## src/rtl/nvm_sum_pkg.sv

```systemverilog
package nvm_sum_pkg;

    typedef enum logic [2:0] {
        ST_IDLE,
        ST_ISSUE,
        ST_WAIT,
        ST_WRITE,
        ST_WRWAIT,
        ST_DONE
    } eng_state_t;

    typedef enum logic [1:0] {
        STS_OK       = 2'd0,
        STS_MISMATCH = 2'd1,
        STS_RD_ERR   = 2'd2,
        STS_WR_ERR   = 2'd3
    } eng_status_t;

    localparam logic MODE_VERIFY = 1'b0;
    localparam logic MODE_UPDATE = 1'b1;

endpackage

```

## src/rtl/nvm_sum_accum.sv

```systemverilog
module nvm_sum_accum #(
    parameter int DW = 16
) (
    input  logic          clk,
    input  logic          rst_n,
    input  logic          clear_i,
    input  logic          add_i,
    input  logic [DW-1:0] word_i,
    output logic [DW-1:0] sum_o,
    output logic [DW-1:0] sum_next_o
);
    // Wraps naturally at DW bits.
    assign sum_next_o = sum_o + word_i;

    always_ff @(posedge clk) begin
        if (!rst_n) begin
            sum_o <= '0;
        end else if (clear_i) begin
            sum_o <= '0;
        end else if (add_i) begin
            sum_o <= sum_next_o;
        end
    end
endmodule

```

## src/rtl/nvm_sum_addr.sv

```systemverilog
module nvm_sum_addr #(
    parameter int AW = 8
) (
    input  logic          clk,
    input  logic          rst_n,
    input  logic          clear_i,
    input  logic          step_i,
    input  logic [AW-1:0] limit_i,
    output logic [AW-1:0] addr_o,
    output logic          at_limit_o
);
    assign at_limit_o = (addr_o == limit_i);

    always_ff @(posedge clk) begin
        if (!rst_n) begin
            addr_o <= '0;
        end else if (clear_i) begin
            addr_o <= '0;
        end else if (step_i) begin
            addr_o <= addr_o + 1'b1;
        end
    end
endmodule

```

## src/rtl/nvm_sum_verdict.sv

```systemverilog
module nvm_sum_verdict #(
    parameter int          DW        = 16,
    parameter logic [15:0] SIGNATURE = 16'hBABA
) (
    input  logic [DW-1:0] total_i,
    output logic          match_o,
    output logic [DW-1:0] fix_o
);
    localparam logic [DW-1:0] SIG_W = DW'(SIGNATURE);

    assign match_o = (total_i == SIG_W);
    assign fix_o   = SIG_W - total_i;
endmodule

```

## src/rtl/nvm_sum_engine.sv

```systemverilog
module nvm_sum_engine
    import nvm_sum_pkg::*;
#(
    parameter int          AW           = 8,
    parameter int          DW           = 16,
    parameter int          CHECKSUM_IDX = 8'h3F,
    parameter logic [15:0] SIGNATURE    = 16'hBABA
) (
    input  logic          clk,
    input  logic          rst_n,
    input  logic          start_i,
    input  logic          mode_i,
    output logic          busy_o,
    output logic          done_o,
    output logic [1:0]    status_o,
    output logic [DW-1:0] sum_o,
    output logic          rd_req_o,
    output logic [AW-1:0] rd_addr_o,
    input  logic          rd_valid_i,
    input  logic          rd_err_i,
    input  logic [DW-1:0] rd_data_i,
    output logic          wr_req_o,
    output logic [AW-1:0] wr_addr_o,
    output logic [DW-1:0] wr_data_o,
    input  logic          wr_ack_i,
    input  logic          wr_err_i
);
    localparam logic [AW-1:0] IDX_W    = AW'(CHECKSUM_IDX);
    localparam bit            UPD_SKIP = (CHECKSUM_IDX == 0);
    localparam logic [AW-1:0] LIM_VER  = IDX_W;
    localparam logic [AW-1:0] LIM_UPD  = UPD_SKIP ? '0 : AW'(CHECKSUM_IDX - 1);
    localparam logic [DW-1:0] SIG_W    = DW'(SIGNATURE);

    eng_state_t  state_q, state_d;
    eng_status_t status_q;
    logic        mode_q;
    logic [DW-1:0] result_q;

    logic          start_ok;
    logic          rd_ok;
    logic          acc_clear, acc_add;
    logic          addr_step;
    logic [DW-1:0] acc_sum, acc_next;
    logic [AW-1:0] limit;
    logic          at_limit;
    logic          sig_match;
    logic [DW-1:0] fix_word;

    assign start_ok  = (state_q == ST_IDLE) && start_i;
    assign rd_ok     = (state_q == ST_WAIT) && rd_valid_i && !rd_err_i;
    assign acc_clear = start_ok;
    assign acc_add   = rd_ok;
    assign addr_step = rd_ok && !at_limit;
    assign limit     = (mode_q == MODE_UPDATE) ? LIM_UPD : LIM_VER;

    nvm_sum_accum #(.DW(DW)) u_accum (
        .clk        (clk),
        .rst_n      (rst_n),
        .clear_i    (acc_clear),
        .add_i      (acc_add),
        .word_i     (rd_data_i),
        .sum_o      (acc_sum),
        .sum_next_o (acc_next)
    );

    nvm_sum_addr #(.AW(AW)) u_addr (
        .clk        (clk),
        .rst_n      (rst_n),
        .clear_i    (acc_clear),
        .step_i     (addr_step),
        .limit_i    (limit),
        .addr_o     (rd_addr_o),
        .at_limit_o (at_limit)
    );

    nvm_sum_verdict #(.DW(DW), .SIGNATURE(SIGNATURE)) u_verdict (
        .total_i (acc_next),
        .match_o (sig_match),
        .fix_o   (fix_word)
    );

    // State register
    always_ff @(posedge clk) begin
        if (!rst_n) begin
            state_q <= ST_IDLE;
        end else begin
            state_q <= state_d;
        end
    end

    // Next-state logic
    always_comb begin
        state_d = state_q;
        unique case (state_q)
            ST_IDLE: begin
                if (start_i) begin
                    if (mode_i == MODE_UPDATE && UPD_SKIP) begin
                        state_d = ST_WRITE;
                    end else begin
                        state_d = ST_ISSUE;
                    end
                end
            end
            ST_ISSUE: state_d = ST_WAIT;
            ST_WAIT: begin
                if (rd_err_i) begin
                    state_d = ST_DONE;
                end else if (rd_valid_i) begin
                    if (!at_limit) begin
                        state_d = ST_ISSUE;
                    end else if (mode_q == MODE_UPDATE) begin
                        state_d = ST_WRITE;
                    end else begin
                        state_d = ST_DONE;
                    end
                end
            end
            ST_WRITE: state_d = ST_WRWAIT;
            ST_WRWAIT: begin
                if (wr_err_i || wr_ack_i) begin
                    state_d = ST_DONE;
                end
            end
            ST_DONE: state_d = ST_IDLE;
            default: state_d = ST_IDLE;
        endcase
    end

    // Result and status registers
    always_ff @(posedge clk) begin
        if (!rst_n) begin
            mode_q   <= MODE_VERIFY;
            status_q <= STS_OK;
            result_q <= '0;
        end else begin
            if (start_ok) begin
                mode_q <= mode_i;
                if (mode_i == MODE_UPDATE && UPD_SKIP) begin
                    result_q <= SIG_W;
                end
            end
            if (state_q == ST_WAIT) begin
                if (rd_err_i) begin
                    status_q <= STS_RD_ERR;
                    result_q <= acc_sum;
                end else if (rd_valid_i && at_limit) begin
                    if (mode_q == MODE_UPDATE) begin
                        result_q <= fix_word;
                    end else begin
                        result_q <= acc_next;
                        status_q <= sig_match ? STS_OK : STS_MISMATCH;
                    end
                end
            end
            if (state_q == ST_WRWAIT) begin
                if (wr_err_i) begin
                    status_q <= STS_WR_ERR;
                end else if (wr_ack_i) begin
                    status_q <= STS_OK;
                end
            end
        end
    end

    // Outputs
    always_comb begin
        busy_o   = 1'b0;
        done_o   = 1'b0;
        rd_req_o = 1'b0;
        wr_req_o = 1'b0;
        unique case (state_q)
            ST_IDLE:   ;
            ST_ISSUE:  begin busy_o = 1'b1; rd_req_o = 1'b1; end
            ST_WAIT:   busy_o = 1'b1;
            ST_WRITE:  begin busy_o = 1'b1; wr_req_o = 1'b1; end
            ST_WRWAIT: busy_o = 1'b1;
            ST_DONE:   done_o = 1'b1;
            default:   ;
        endcase
    end

    assign status_o  = status_q;
    assign sum_o     = result_q;
    assign wr_addr_o = IDX_W;
    assign wr_data_o = result_q;

endmodule

```

## config.mk

```make
export PLATFORM = sky130hd
export DESIGN_NAME = nvm_sum_engine
export DESIGN_NICKNAME = d
export VERILOG_FILES = /design/src/rtl/nvm_sum_pkg.sv /design/src/rtl/nvm_sum_accum.sv /design/src/rtl/nvm_sum_addr.sv /design/src/rtl/nvm_sum_verdict.sv /design/src/rtl/nvm_sum_engine.sv
export SDC_FILE = /design/constraint.sdc
export NUM_CORES = 1
export LEC_CHECK = 0
export ABC_AREA = 1
export CORE_ASPECT_RATIO = 1.2
export CORE_UTILIZATION = 55
export CTS_BUF_LIST = sky130_fd_sc_hd__clkbuf_8
export DETAILED_ROUTE_END_ITERATION = 10
export PLACE_DENSITY_LB_ADDON = 0.3
export SLEW_MARGIN = 20
export SYNTH_ARGS = -nofsm -noshare
export SYNTH_HDL_FRONTEND = slang
export SYNTH_HIERARCHICAL = 1
export SYNTH_SLANG_ARGS = --single-unit
```

## constraint.sdc

```tcl
create_clock -name clk -period 3 [get_ports clk]
set_input_delay 0.45 -clock clk [delete_from_list [all_inputs] [get_ports clk]]
set_output_delay 0.45 -clock clk [all_outputs]
set_load 0.05 [all_outputs]
```

==> impl_metrics.csv <==
group,metric,value,unit
timing,report.final.slew_viol_count,0,
clock_tree,cts-root-buf,"clkbuf_8",
worst_setup_path,critPathMaxFanout,5,
die,rows,34,
global_routing,antenna_found_initial,0,
routing,wl,10.2,mm
synthesis,postSynth.topFlopCell,"dfxtp_1",
worst_setup_path,startpoint_type,"input port",
routing,drtAntennaViolNets,0,
synthesis,async_reset_ff_share,0,%
synthesis,ys_ff_latch,46,
routing,first_pass_iters,5,
worst_setup_path,critical_path_class,"in2reg",
final_layout,drive_above_1_share,13.5,%
clock_tree,cts_max_path_buffers,2,
timing,finalSetupViolations,0,
timing,fin_hold_ws,0.500,ns
routing,drcViolationCount,0,
pwr,pwr_density_cell,416,nW/um^2
die,die_x,81.1,um
clock_tree,hold_buffers,0,
final_layout,area_growth,27.0,%
synthesis,ys_seq_area_share,22.3,%
synthesis,syn_inst,704,
synthesis,yosysWarnings,6,
timing,worst_slew_margin_rel,55.7,%
die,dieArea,7850,um^2
global_routing,grt_max_degree,38,
global_routing,track_usage,26.2,%
synthesis,synth_cell_types,37,
clock_tree,htreeDepth,2,
clock_tree,clkTransAtPathRegs,0.09,ns
die,core_area,7270,um^2
global_routing,grt_pass1_vias,3932,
die,start_util,56.7,%
worst_setup_path,critPathRequiredTime,3.23,ns
clock_tree,clk_latency,0.30,ns
synthesis,synth_area,4130,um^2
global_routing,grt_overflow,0,
worst_setup_path,cp_slowest_stage_delay,0.41,ns
worst_setup_path,crit_buf_inv,2,
worst_setup_path,path_cells,"clkdlybuf4s50_1 -> ha_1 -> or2_4 -> nand3_2 -> nand2_2 -> nand2_1 -> nand3_1 -> nand2_1 -> inv_2 -> nor2_1 -> nand2_1 -> nor2_1 -> nand2_1 -> nand2_1 -> nand2_1 -> nand2_1 -> nand2_1 -> nand3_1 -> o21ai_0 -> a21oi_1",
final_layout,postLayoutCoreUtil,72.1,%
timing,hold_viol_final,0,
place,io_buffers,69,
global_routing,grt_pass1_wl,16.6,mm
pwr,ir_drop,343,uV
synthesis,syn_avg_cell_area,5.86,um^2
final_layout,final_nets,848,
routing,wire_per_inst,11.4,um
routing,num_vias,4497,
die,die_h,96.9,um
timing,max_freq,0.348,GHz
clock_tree,cts_tree,"done",
timing,skew,0.00684,ns
pwr,p_leak,0.00267,uW
routing,drt_iter0_drc,190,
clock_tree,cts_buffers,5,
timing,worstMarginPinSlew,0.663,ns
worst_setup_path,crit_slowest_cell,"clkdlybuf4s50_1",
synthesis,synth_edf_count,0,
worst_setup_path,critPathTopFamily,"simple AND/OR/NAND/NOR gates",
place,finalWeightedCongestion,0.958,
routing,via_per_inst,5.02,
flow_run,max_cap_violations,0,
clock_tree,clock_sinks,46,
place,dpl.hpwl,8.15,mm
worst_setup_path,cp-end-kind,"flip-flop",
worst_setup_path,crit_top_cell,"nand2_1",
die,io_pins,78,
worst_setup_path,arrival,3.10,ns
final_layout,diodes,0,
timing,period_needed,2.87,ns
timing,rsz0062_at_grt,"no",
timing,final.period_utilization,95.7,%
run_status,outcome,"complete, no violations",
min_path,hp-class,"reg2reg",
## power breakdown
part | total (uW) | switching, uW | internal (uW)
combinational | 1040 | 673 | 365
sequential | 699 | 42.3 | 657
clock | 446 | 203 | 243
total | 2180 | 918 | 1260
## final timing paths
check | slack [ns] | from | end | cells after the start
setup / recovery | 0.13 | rd_data_i[2] | sum_o[15] | 20
hold / removal | 0.50 | u_accum/sum_o[0] | u_accum/sum_o[0] | 2
setup reg to reg | 0.32 | u_accum/sum_o[2] | sum_o[15] | 19
hold reg to reg | 0.50 | u_accum/sum_o[0] | u_accum/sum_o[0] | 2
## per-layer routing
metal	GRT usage, %	up-vias	routed length (um)
li1	-	2351	-
met3	3.40	8	481
met1	30.8	2029	4360
met5	0	-	0
met2	48.2	109	5220
met4	6.87	0	122
## timing repair
| action | CTS | global route |
|---|---|---|
| setup endpoints to repair | 0 | 12 |
| gates resized for setup | 0 | 17 |
| buffers inserted | 0 | 2 |
## synthesized netlist by cell type, drive strengths merged, types with 3 or more instances
cell    instances  area, um^2
inv           101         379
clkbuf          5        18.8
nor3            6        50.1
xnor2           4        42.6
nand4           3        18.8
buf            36         255
nand3b          3        22.5
nand3          57         308
o21ai          50         250
ha             18         225
xor2           10        95.1
nand2         227         877
nor2           89         374
dfxtp          46         921
or2             3        21.3
a21oi          37         204
## cell families after synthesis
group / count (synthesis) / synth area share [%]
flip-flops: 46 / 22.3
AO/OA/AOI/OAI: 88 / 11.2
XOR/XNOR: 14 / 3.34
AND/OR/NAND/NOR: 391 / 41.0
buffers and inverters: 144 / 16.0
other: 2 / 0.182
adder cells (fa/ha/maj): 19 / 5.94
## stage by stage
step | setup slack, ns | instances | area, um^2 | TNS (ns) | power, uW
after floorplan | 0.379 | 724 | 4200 | 0 | 1450
final | 0.129 | 896 | 5240 | 0 | 2180
after detailed placement | -0.250 | 886 | 5070 | -2.22 | 1730
after CTS | 0.0422 | 894 | 5170 | 0 | 2180
after global placement | -0.246 | 886 | 5070 | -1.71 | 1710
after global routing | 0.00303 | 896 | 5240 | 0 | 2320
## tightest hold or removal path: stages (launching register included)
cell and delay [ns]:
dfxtp_1 0.34, nand2_1 0.07, a21oi_1 0.05
## cell usage in the layout, fill, tap and decap left out, types with 2 or more instances in the layout
cell type,count
inv_2,10
clkinv_1,2
dfxtp_1,46
nand3b_1,3
nand4_1,3
nor2_4,3
clkdlybuf4s50_1,69
or2_1,2
nor2_2,8
nand3_1,53
xnor2_1,3
inv_1,93
nor3_2,5
o21ai_0,39
nand2_1,213
clkbuf_8,5
buf_4,46
ha_1,17
o21ai_1,10
a21oi_1,33
a21oi_2,3
nor2_1,78
conb_1,22
xor2_1,8
nand2_2,14
nand3_2,3
## cell type report
type | count | area [um^2]
repair buffers | 115 | 1040
clock buffers | 5 | 68.8
well taps | 90 | 113
clock inverters | 3 | 37.5
flip-flops and latches | 46 | 921
fillers | 651 | 2030
inverters | 103 | 387
multi-input cells | 534 | 2680
## state kept, by name, summed over array words and instances (netlist names)
register and flops:
u_addr/addr_o 8, sum_o 16, state_q 3, status_o 2, u_accum/sum_o 16, mode_q 1
Power figures use the tool's default switching activity.
